### config.mk
export PLATFORM = sky130hd
export DESIGN_NAME = audio_serial_rx
export DESIGN_NICKNAME = d
export VERILOG_FILES = /design/src/rtl/arx_pkg.sv /design/src/rtl/arx_sync.sv /design/src/rtl/arx_slot.sv /design/src/rtl/arx_shift.sv /design/src/rtl/audio_serial_rx.sv
export SDC_FILE = /design/constraint.sdc
export NUM_CORES = 1
export LEC_CHECK = 0
export ABC_AREA = 1
export BUFFER_PORTS_ARGS = -buffer_cell sky130_fd_sc_hd__buf_4
export CORE_MARGIN = 5
export CORE_UTILIZATION = 55
export DETAILED_ROUTE_END_ITERATION = 10
export HOLD_SLACK_MARGIN = 0.02
export PLACE_DENSITY = 0.8
export SETUP_SLACK_MARGIN = 0.4
export SKIP_LAST_GASP = 1
export SLEW_MARGIN = 20
export SYNTH_ARGS = -nofsm -noshare
export SYNTH_HDL_FRONTEND = slang
export SYNTH_HIERARCHICAL = 1
export SYNTH_SLANG_ARGS = --single-unit
### constraint.sdc
create_clock -name clk -period 4.2 [get_ports clk]
set_input_delay 1.26 -clock clk [delete_from_list [all_inputs] [get_ports clk]]
set_output_delay 1.26 -clock clk [all_outputs]
set_load 0.1 [all_outputs]
### src/rtl/arx_pkg.sv
package arx_pkg;
    typedef struct packed {
        logic c2_msb;     // flag line bit order
        logic off1;       // one-clock offset
        logic left_high;  // left channel on high word clock
        logic dly8;       // extra delay
        logic rsvd;       // always stored as zero
        logic sel16;      // fixed 16-bit window
        logic msb;        // data bit order
        logic rise;       // latching edge
    } arx_ctrl_t;

    localparam logic [7:0] ARX_CTRL_MASK = 8'hF7;
endpackage

### src/rtl/arx_sync.sv
module arx_sync #(
    parameter int W      = 4,
    parameter int STAGES = 2
) (
    input  logic         clk,
    input  logic         rst_n,
    input  logic [W-1:0] din,
    output logic [W-1:0] dout
);
    typedef struct packed {
        logic [STAGES-1:0][W-1:0] chain;
    } sync_t;

    sync_t s_d, s_q;

    always_comb begin
        s_d.chain[0] = din;
        for (int i = 1; i < STAGES; i++) begin
            s_d.chain[i] = s_q.chain[i-1];
        end
    end

    always_ff @(posedge clk or negedge rst_n) begin
        if (!rst_n) s_q <= '0;
        else        s_q <= s_d;
    end

    assign dout = s_q.chain[STAGES-1];
endmodule

### src/rtl/arx_slot.sv
module arx_slot #(
    parameter int PW         = 6,
    parameter int WORD       = 16,
    parameter int LATE_SHIFT = 8
) (
    input  logic clk,
    input  logic rst_n,
    input  logic evt,
    input  logic lr,
    input  logic sel16,
    input  logic off1,
    input  logic dly8,
    input  logic left_high,
    output logic trans_o,
    output logic cap_o,
    output logic end_ok_o,
    output logic end_left_o
);
    localparam logic [PW-1:0] POS_MAX = '1;

    typedef struct packed {
        logic          lr;
        logic          lrv;
        logic          started;
        logic [PW-1:0] pos;
    } slot_t;

    slot_t         s_d, s_q;
    logic          lr_chg;
    logic          in_win;
    logic [PW-1:0] pos_now;
    logic [PW-1:0] off;
    logic [PW:0]   lim;

    always_comb begin
        s_d    = s_q;
        lr_chg = s_q.lrv && (lr != s_q.lr);
        if (lr_chg)                  pos_now = '0;
        else if (s_q.pos == POS_MAX) pos_now = POS_MAX;
        else                         pos_now = s_q.pos + 1'b1;
        off    = (dly8 ? PW'(LATE_SHIFT) : '0) + {{(PW-1){1'b0}}, off1};
        lim    = {1'b0, off} + (PW+1)'(WORD);
        in_win = (pos_now >= off) && (!sel16 || ({1'b0, pos_now} < lim));

        trans_o    = evt && lr_chg;
        cap_o      = evt && in_win;
        end_ok_o   = evt && lr_chg && s_q.started;
        end_left_o = (s_q.lr == left_high);

        if (evt) begin
            s_d.lr  = lr;
            s_d.lrv = 1'b1;
            s_d.pos = pos_now;
            if (lr_chg) s_d.started = 1'b1;
        end
    end

    always_ff @(posedge clk or negedge rst_n) begin
        if (!rst_n) s_q <= '0;
        else        s_q <= s_d;
    end
endmodule

### src/rtl/arx_shift.sv
module arx_shift #(
    parameter int W = 16
) (
    input  logic         clk,
    input  logic         rst_n,
    input  logic         clr,
    input  logic         cap,
    input  logic         bit_in,
    input  logic         msb_first,
    output logic [W-1:0] word_o
);
    logic [W-1:0] word_d, word_q;
    logic [W-1:0] base;

    always_comb begin
        base   = clr ? '0 : word_q;
        word_d = base;
        if (cap) begin
            if (msb_first) word_d = {base[W-2:0], bit_in};
            else           word_d = {bit_in, base[W-1:1]};
        end
    end

    always_ff @(posedge clk or negedge rst_n) begin
        if (!rst_n) word_q <= '0;
        else        word_q <= word_d;
    end

    assign word_o = word_q;
endmodule

### src/rtl/audio_serial_rx.sv
module audio_serial_rx #(
    parameter int WORD        = 16,
    parameter int SYNC_STAGES = 2,
    parameter int POS_W       = 6,
    parameter int LATE_SHIFT  = 8
) (
    input  logic              clk,
    input  logic              rst_n,
    input  logic              bck_i,
    input  logic              lrck_i,
    input  logic              sdata_i,
    input  logic              c2_i,
    input  logic              cfg_we,
    input  logic [7:0]        cfg_wdata,
    input  logic              blk_start,
    output logic [7:0]        cfg_o,
    output logic [WORD-1:0]   left_o,
    output logic [WORD-1:0]   right_o,
    output logic [2*WORD-1:0] c2_flags_o,
    output logic              frame_valid_o,
    output logic [7:0]        blk_err_o
);
    import arx_pkg::*;

    localparam int NBYTE = (2 * WORD) / 8;

    typedef struct packed {
        logic [7:0]        cfg;
        logic              bck;
        logic [WORD-1:0]   lhold;
        logic [WORD-1:0]   lflag;
        logic              have_left;
        logic [WORD-1:0]   left;
        logic [WORD-1:0]   right;
        logic [2*WORD-1:0] flags;
        logic              valid;
        logic [7:0]        blkerr;
    } top_t;

    top_t s_d, s_q;

    logic [3:0] sy;
    logic       bck_s, lr_s, sd_s, c2_s;
    arx_ctrl_t  ctrl;
    logic       evt;
    logic       trans, cap, end_ok, end_left;
    logic [1:0][WORD-1:0] words;
    logic [1:0] shift_bit, shift_msb;
    logic [2*WORD-1:0] new_flags;
    logic [7:0] fold;
    logic       deliver;

    arx_sync #(.W(4), .STAGES(SYNC_STAGES)) i_sync (
        .clk  (clk),
        .rst_n(rst_n),
        .din  ({bck_i, lrck_i, sdata_i, c2_i}),
        .dout (sy)
    );

    assign {bck_s, lr_s, sd_s, c2_s} = sy;
    assign ctrl = arx_ctrl_t'(s_q.cfg);
    assign evt  = ctrl.rise ? (bck_s & ~s_q.bck) : (~bck_s & s_q.bck);

    arx_slot #(.PW(POS_W), .WORD(WORD), .LATE_SHIFT(LATE_SHIFT)) i_slot (
        .clk       (clk),
        .rst_n     (rst_n),
        .evt       (evt),
        .lr        (lr_s),
        .sel16     (ctrl.sel16),
        .off1      (ctrl.off1),
        .dly8      (ctrl.dly8),
        .left_high (ctrl.left_high),
        .trans_o   (trans),
        .cap_o     (cap),
        .end_ok_o  (end_ok),
        .end_left_o(end_left)
    );

    assign shift_bit = {c2_s, sd_s};
    assign shift_msb = {ctrl.c2_msb, ctrl.msb};

    // lane 0 carries audio data, lane 1 carries erasure flags
    for (genvar g = 0; g < 2; g++) begin : g_lane
        arx_shift #(.W(WORD)) i_shift (
            .clk      (clk),
            .rst_n    (rst_n),
            .clr      (trans),
            .cap      (cap),
            .bit_in   (shift_bit[g]),
            .msb_first(shift_msb[g]),
            .word_o   (words[g])
        );
    end

    always_comb begin
        s_d       = s_q;
        s_d.valid = 1'b0;
        s_d.bck   = bck_s;
        deliver   = 1'b0;
        new_flags = {words[1], s_q.lflag};
        fold      = '0;
        for (int i = 0; i < NBYTE; i++) begin
            fold = fold | new_flags[i*8 +: 8];
        end

        if (cfg_we) s_d.cfg = cfg_wdata & ARX_CTRL_MASK;

        if (end_ok) begin
            if (end_left) begin
                s_d.lhold     = words[0];
                s_d.lflag     = words[1];
                s_d.have_left = 1'b1;
            end else if (s_q.have_left) begin
                s_d.left      = s_q.lhold;
                s_d.right     = words[0];
                s_d.flags     = new_flags;
                s_d.valid     = 1'b1;
                s_d.have_left = 1'b0;
                deliver       = 1'b1;
            end
        end

        if (blk_start)    s_d.blkerr = deliver ? fold : 8'h00;
        else if (deliver) s_d.blkerr = s_q.blkerr | fold;
    end

    always_ff @(posedge clk or negedge rst_n) begin
        if (!rst_n) s_q <= '0;
        else        s_q <= s_d;
    end

    assign cfg_o         = s_q.cfg;
    assign left_o        = s_q.left;
    assign right_o       = s_q.right;
    assign c2_flags_o    = s_q.flags;
    assign frame_valid_o = s_q.valid;
    assign blk_err_o     = s_q.blkerr;
endmodule

Word-level counts from Yosys, hierarchy flattened

Index checks and enable logic that the tools add are counted.

Register bits after elaboration: 163
Bits of input ports: 16
Output and inout port bits: 81
Word-level logic and storage cells: 66

Add/sub/neg operators: 3
$lt $le $gt $ge: 2
Eq/ne operators: 3
Multiplexer cells: 20
Bitwise logic cells: 9
Reduce and logical (&&, ||, !) cells: 11

Operators by type and width:

| kind                                        | number |
|---|---|
| two-way mux 16 bit                          | 6 |
| bitwise OR 8 bit                            | 4 |
| two-way mux 8 bit                           | 3 |
| two-way mux 6 bit                           | 2 |
| two-way mux 1 bit                           | 8 |
| adder 6 x 5 -> 7 bit, second input constant | 1 |
| < comparator 6 x 7 -> 1 bit                 | 1 |
| adder 6 x 1 -> 6 bit                        | 1 |
| adder 6 x 1 -> 6 bit, second input constant | 1 |
| equality test 6 bit, second input constant  | 1 |
| >= comparator 6 bit                         | 1 |
| logical AND 1 bit                           | 5 |
| two-way mux 4 bit                           | 1 |
| AND reduction 2 bit                         | 2 |
| inverter 1 bit                              | 3 |
| AND reduction 3 bit                         | 1 |
| bitwise AND 1 bit                           | 2 |
| nonzero test 2 bit                          | 1 |
| equality test 1 bit                         | 1 |
| logical NOT 1 bit                           | 1 |
| logical OR 1 bit                            | 1 |
| != test 1 bit                               | 1 |

Longest topological paths before layout

Word-level depth: 8
Gate-level depth with buffers: 19
Mapped depth without buffers: 17

Cells and area by module

Netlist, hierarchy kept.

By module, submodules not included:

| module          | times used | cells an instance | area an instance (um^2) | seq. area each (um^2) |
|---|---|---|---|---|
| audio_serial_rx | 1          | 590               | 5039.8                  | 2852.7 |
| arx_shift       | 2          | 122               | 893.4                   | 400.4 |
| arx_slot        | 1          | 84                | 613.1                   | 225.2 |
| arx_sync        | 1          | 8                 | 200.2                   | 200.2 |

Worst setup path before layout

No wires, ideal clock.

Path kind: reg-to-reg
Start point: register i_slot/s_q[0] (netlist name)
End point: register g_lane[1].i_shift.word_q[14]
Library setup time: 0.117 ns
Data arrival time: 2.150 ns
Data required time: 4.083 ns
Setup slack: 1.933 ns
Cell stages (with the launch flop): 20
Path buffers: 2
Period minus slack after synthesis: 2.267 ns
Cell sequence: dfrtp_1 > ha_1 > nand2_1 > inv_2 > nand3_1 > inv_1 > a21oi_1 > a21boi_2 > ha_1 > nand2_1 > nand2_1 > inv_1 > nand3_2 > nand2_1 > nor2_1 > buf_6 > inv_2 > buf_6 > nand3_1 > nand2_1

Longest elaborated chain between the ends: 8
Elaborated cells on any way between the ends: 10
Those cells by class: 1 x add/sub; 2 x order compare; 1 x eq/ne; 3 x mux; 3 x reduce/logical

RTL lines:

| what                                                        | line                           | text |
|---|---|---|
| start, declared                                             | arx_slot.sv:28                 | `slot_t s_d, s_q;` |
| start signal, assigned                                      | arx_slot.sv:59                 | `if (!rst_n) s_q <= '0;` |
| start signal, assigned                                      | arx_slot.sv:60                 | `else s_q <= s_d;` |
| adder 6 x 1 -> 6 bit or equality test 6 bit (tied branches) | arx_slot.sv:40, arx_slot.sv:39 |  |
| two-way mux 6 bit (*)                                       | arx_slot.sv:39                 | `else if (s_q.pos == POS_MAX) pos_now = POS_MAX;` |
| two-way mux 6 bit (*)                                       | arx_slot.sv:38                 | `if (lr_chg) pos_now = '0;` |
| via i_slot.pos_now[3]                                       | arx_slot.sv:31                 | `logic [PW-1:0] pos_now;` |
| < comparator 6 x 7 -> 1 bit                                 | arx_slot.sv:43                 | `in_win = (pos_now >= off) && (!sel16 \|\| ({1'b0, pos_now} < lim));` |
| logical OR 1 bit                                            | arx_slot.sv:43                 |  |
| logical AND 1 bit (*)                                       | arx_slot.sv:43                 |  |
| logical AND 1 bit (*)                                       | arx_slot.sv:46                 | `cap_o = evt && in_win;` |
| via cap                                                     | audio_serial_rx.sv:46          | `logic trans, cap, end_ok, end_left;` |
| two-way mux 16 bit (*)                                      | arx_shift.sv:18                | `if (cap) begin` |
| via g_lane[1].i_shift.word_d[14]                            | arx_shift.sv:12                | `logic [W-1:0] word_d, word_q;` |
| end signal, assigned                                        | arx_shift.sv:26                | `else word_q <= word_d;` |
| end, declared                                               | arx_shift.sv:12                |  |

The timed path passes the listed nets; every way through them passes the cells marked *.
A chain may end at the register's enable or synchronous reset.

Worst setup path in the final report

Start point: register s_q (netlist bit cfg_o[7])
End point: output cfg_o[7]

RTL lines:

| what                   | line                   | text |
|---|---|---|
| start, declared        | audio_serial_rx.sv:40  | `top_t s_d, s_q;` |
| start signal, assigned | audio_serial_rx.sv:128 | `if (!rst_n) s_q <= '0;` |
| start signal, assigned | audio_serial_rx.sv:129 | `else s_q <= s_d;` |
| end, declared          | audio_serial_rx.sv:16  | `output logic [7:0] cfg_o,` |

No word-level cell between the ends.

==> metrics.txt <==
final-layout fill cell count between 1000 and 1500; Cell Chain, Critical Path buf_4; largest net degree at the start of global routing approximately 130; Final Hold Violating Endpoints 0; Worst IR Drop VDD 0.514 mV; crit path capture type primary output; post-synthesis compound-gate area fraction 0.0237; CP Max Fanout 19; ant diodes 0; Post-synth top cells nand2_1 (437), dfrtp_1 (163), nand3_1 (99), buf_4 (87), inv_1 (24); num rows 43; initial antenna violation count 0; adder-cell share of the synthesized area 0.00491; Post-CTS Resized 0; ANT nets after route 0; total negative setup slack 0 ns; CP required between 2 and 3 ns; Distinct cells, synth 24; die width 128 um; GRT Util Overall 0.200; Clock transition at path regs ~0.060 ns; RSZ-0062 raised after global routing no; R2R Setup Slk between 1 and 1.5 ns; worst min-delay path class reg -> reg; Initial Utilization 0.555; final worst path period need roughly 2.9 ns; Worst Clk Skew 0.00814 ns; synthesized area around 0.0076 mm2; Avg Synthesized Cell Area just over 8 um2; die area around 0.016 mm2; XOR/XNOR Fraction of Synth Area 0.00115; clk root buf clkbuf_16; Hold WS approximately 0.35 ns; WHS Path Cells 0; crit-path max cell delay approximately 0.82 ns; area fraction of the dominant cell type after synthesis 0.534; Achievable Freq roughly 340 MHz; slowest cell on the critical path dfrtp_1; Clock H-tree levels 4; layout cell share with drive strength beyond 1 0.164; GPL Wtd Cong roughly 0.83; CTS tree built; PD cells between 800 and 900 mW/mm2; nets between 900 and 1000; clk buf depth 2; Post-synth EDFFs 0; largest area contributor in the netlist dfrtp_1; Clock Latency Late Sink 0.43 ns; Main synth FF type dfrtp_1; fraction of registers with async set/reset 1.00; number of port buffers 94; DR iter-0 viols 649; status complete, no violations; largest family of logic cells by synthesized area simple AND/OR/NAND/NOR gates; Tcrit/Tclk final 0.695; Syn Nets approximately 950; Detailed Place HPWL 10.1 mm; most numerous cell in the Yosys netlist nand2_1; DRC viols 0; #FFs+latches synth approximately 160; postcts setup bufs 0; Layout Area Growth over Synthesis 9.86%; Synth Area in Simple Gates 0.302; Hold-fix buffers, CTS 0; Lkg Pwr ~4.7 nW; Power, Total 7.33 mW; worst setup path startpoint cfg_o[7]$_DFFE_PN0P_; number of buffers created by CTS 17; max-slew violations 0; max-cap viol count 0; Relative slew margins 0.277; mux share of post-synthesis cell area 0; critical path arrival between 1.5 and 2 ns; kind of critical path reg -> out; core footprint approximately 0.014 mm2; terminus of the critical flop-to-flop path left_o[14]$_DFFE_PN0P_; Avg WL per Cell between 10 and 15 um; DR vias/cell ~5; final setup violation count 0; Worst Hold Path EP i_sync/dout[3]$_DFF_PN0_; cell count after synthesis roughly 930; GRT overflow 0; Via Count roughly 5600; Routed WL roughly 15 mm; Synth warnings 6; crit path buf inv count 1; FF-to-FF path depth 11; top post-synthesis cells by area dfrtp_1 (53%), nand2_1 (21%), buf_4 (8.5%), nand3_1 (6.5%), buf_6 (1.5%); number of global-route vias before repair between 5000 and 6000; die height ~130 um; Ports 97; Critical Path Start Type flip-flop; first-pass GRT wire length 26.1 mm; clock sinks approximately 160; RR Startpoint i_sync/dout[3]$_DFF_PN0_; Worst Tran Pin Value ~1.1 ns; CP top delay family flip-flops; hold path start i_sync/s_d[7]$_DFF_PN0_; sequential share of the synthesized area 0.534; Initial DRT Pass Iterations 5
-- cell type report --
type | instances | area, um2 | area share
sequential | 163 | 4080 | 0.486
multi-input combinational | 607 | 2550 | 0.304
timing repair buffer | 102 | 782 | 0.0932
clock buffer | 23 | 478 | 0.0569
tap | 180 | 225 | 0.0268
clock inverter | 8 | 149 | 0.0177
inverter | 32 | 125 | 0.0149
-- report_power, final --
group	internal [mW]	leakage, nW	switching, mW
sequential	2.08	2.16	0.427
combinational	0.671	2.26	2.52
clock	1.04	0.300	0.596
total	3.79	4.72	3.54
-- sequential cells by signal, summed over array words and instances, names as in the netlist, 8 cells and up --
signal                 flops
g_lane.i_shift/word_o     32
blk_err_o                  8
c2_flags_o                32
i_slot/s_q                 9
new_flags                 16
right_o                   16
left_o                    16
s_q                       18
-- routing by layer --
layer	GRT usage	up-vias	part of all wire
met5	0	-	0
met4	0.0680	0	0.018
met3	0.0617	23	0.071
met2	0.289	187	0.45
met1	0.287	2623	0.46
li1	-	2803	-
-- worst max-delay path by stage --
stage / endpoint / slack [ns] / depth (start not counted)
floorplan: g_lane[1].i_shift/word_o[14]$_DFF_PN0_ / 1.93 / 19
finish: cfg_o[7] / 1.28 / 1
CTS: cfg_o[7] / 1.28 / 1
detailed placement: c2_flags_o[24]$_DFFE_PN0P_ / 1.35 / 11
global placement: left_o[9]$_DFFE_PN0P_ / 1.42 / 11
global route: c2_flags_o[17]$_DFFE_PN0P_ / 1.06 / 11
-- cells by family (layout without fill, tap and decap cells) --
kind of cell / Yosys count / in the layout
compound gates: 34 / 34
simple gates: 568 / 568
other cells: 1 / 1
buf+inv: 156 / 165
xor+xnor: 1 / 1
fa+ha+maj: 3 / 3
flops: 163 / 163
-- through the flow --
stage | instances | util | setup WS (ns) | area, um2
after floorplan | 926 | - | 1.93 | 7640
after global placement | 1084 | 0.564 | 1.42 | 7770
after detailed placement | 1084 | 0.564 | 1.35 | 7770
after CTS | 1115 | 0.609 | 1.28 | 8390
after global routing | 1115 | 0.609 | 1.06 | 8390
final | 1115 | 0.609 | 1.28 | 8390
-- cells in the final DEF, fill, tap and decap left out --
cell,n
nand2_1,437
dfrtp_1,163
buf_4,100
nand3_1,99
inv_1,24
nor2_1,19
o21ai_0,17
clkbuf_16,17
a21oi_1,14
inv_2,6
bufinv_16,4
nand2_2,3
nand3_2,3
clkbuf_1,3
clkbuf_8,3
nor2_2,3
ha_1,3
clkinvlp_4,2
inv_4,2
o21bai_1,2
or2_2,2
nor2_4,1
conb_1,1
inv_6,1
clkinv_2,1
nand3_4,1
a21boi_2,1
xnor2_2,1
buf_6,1
buf_12,1
(Power assumes the default switching activity.)
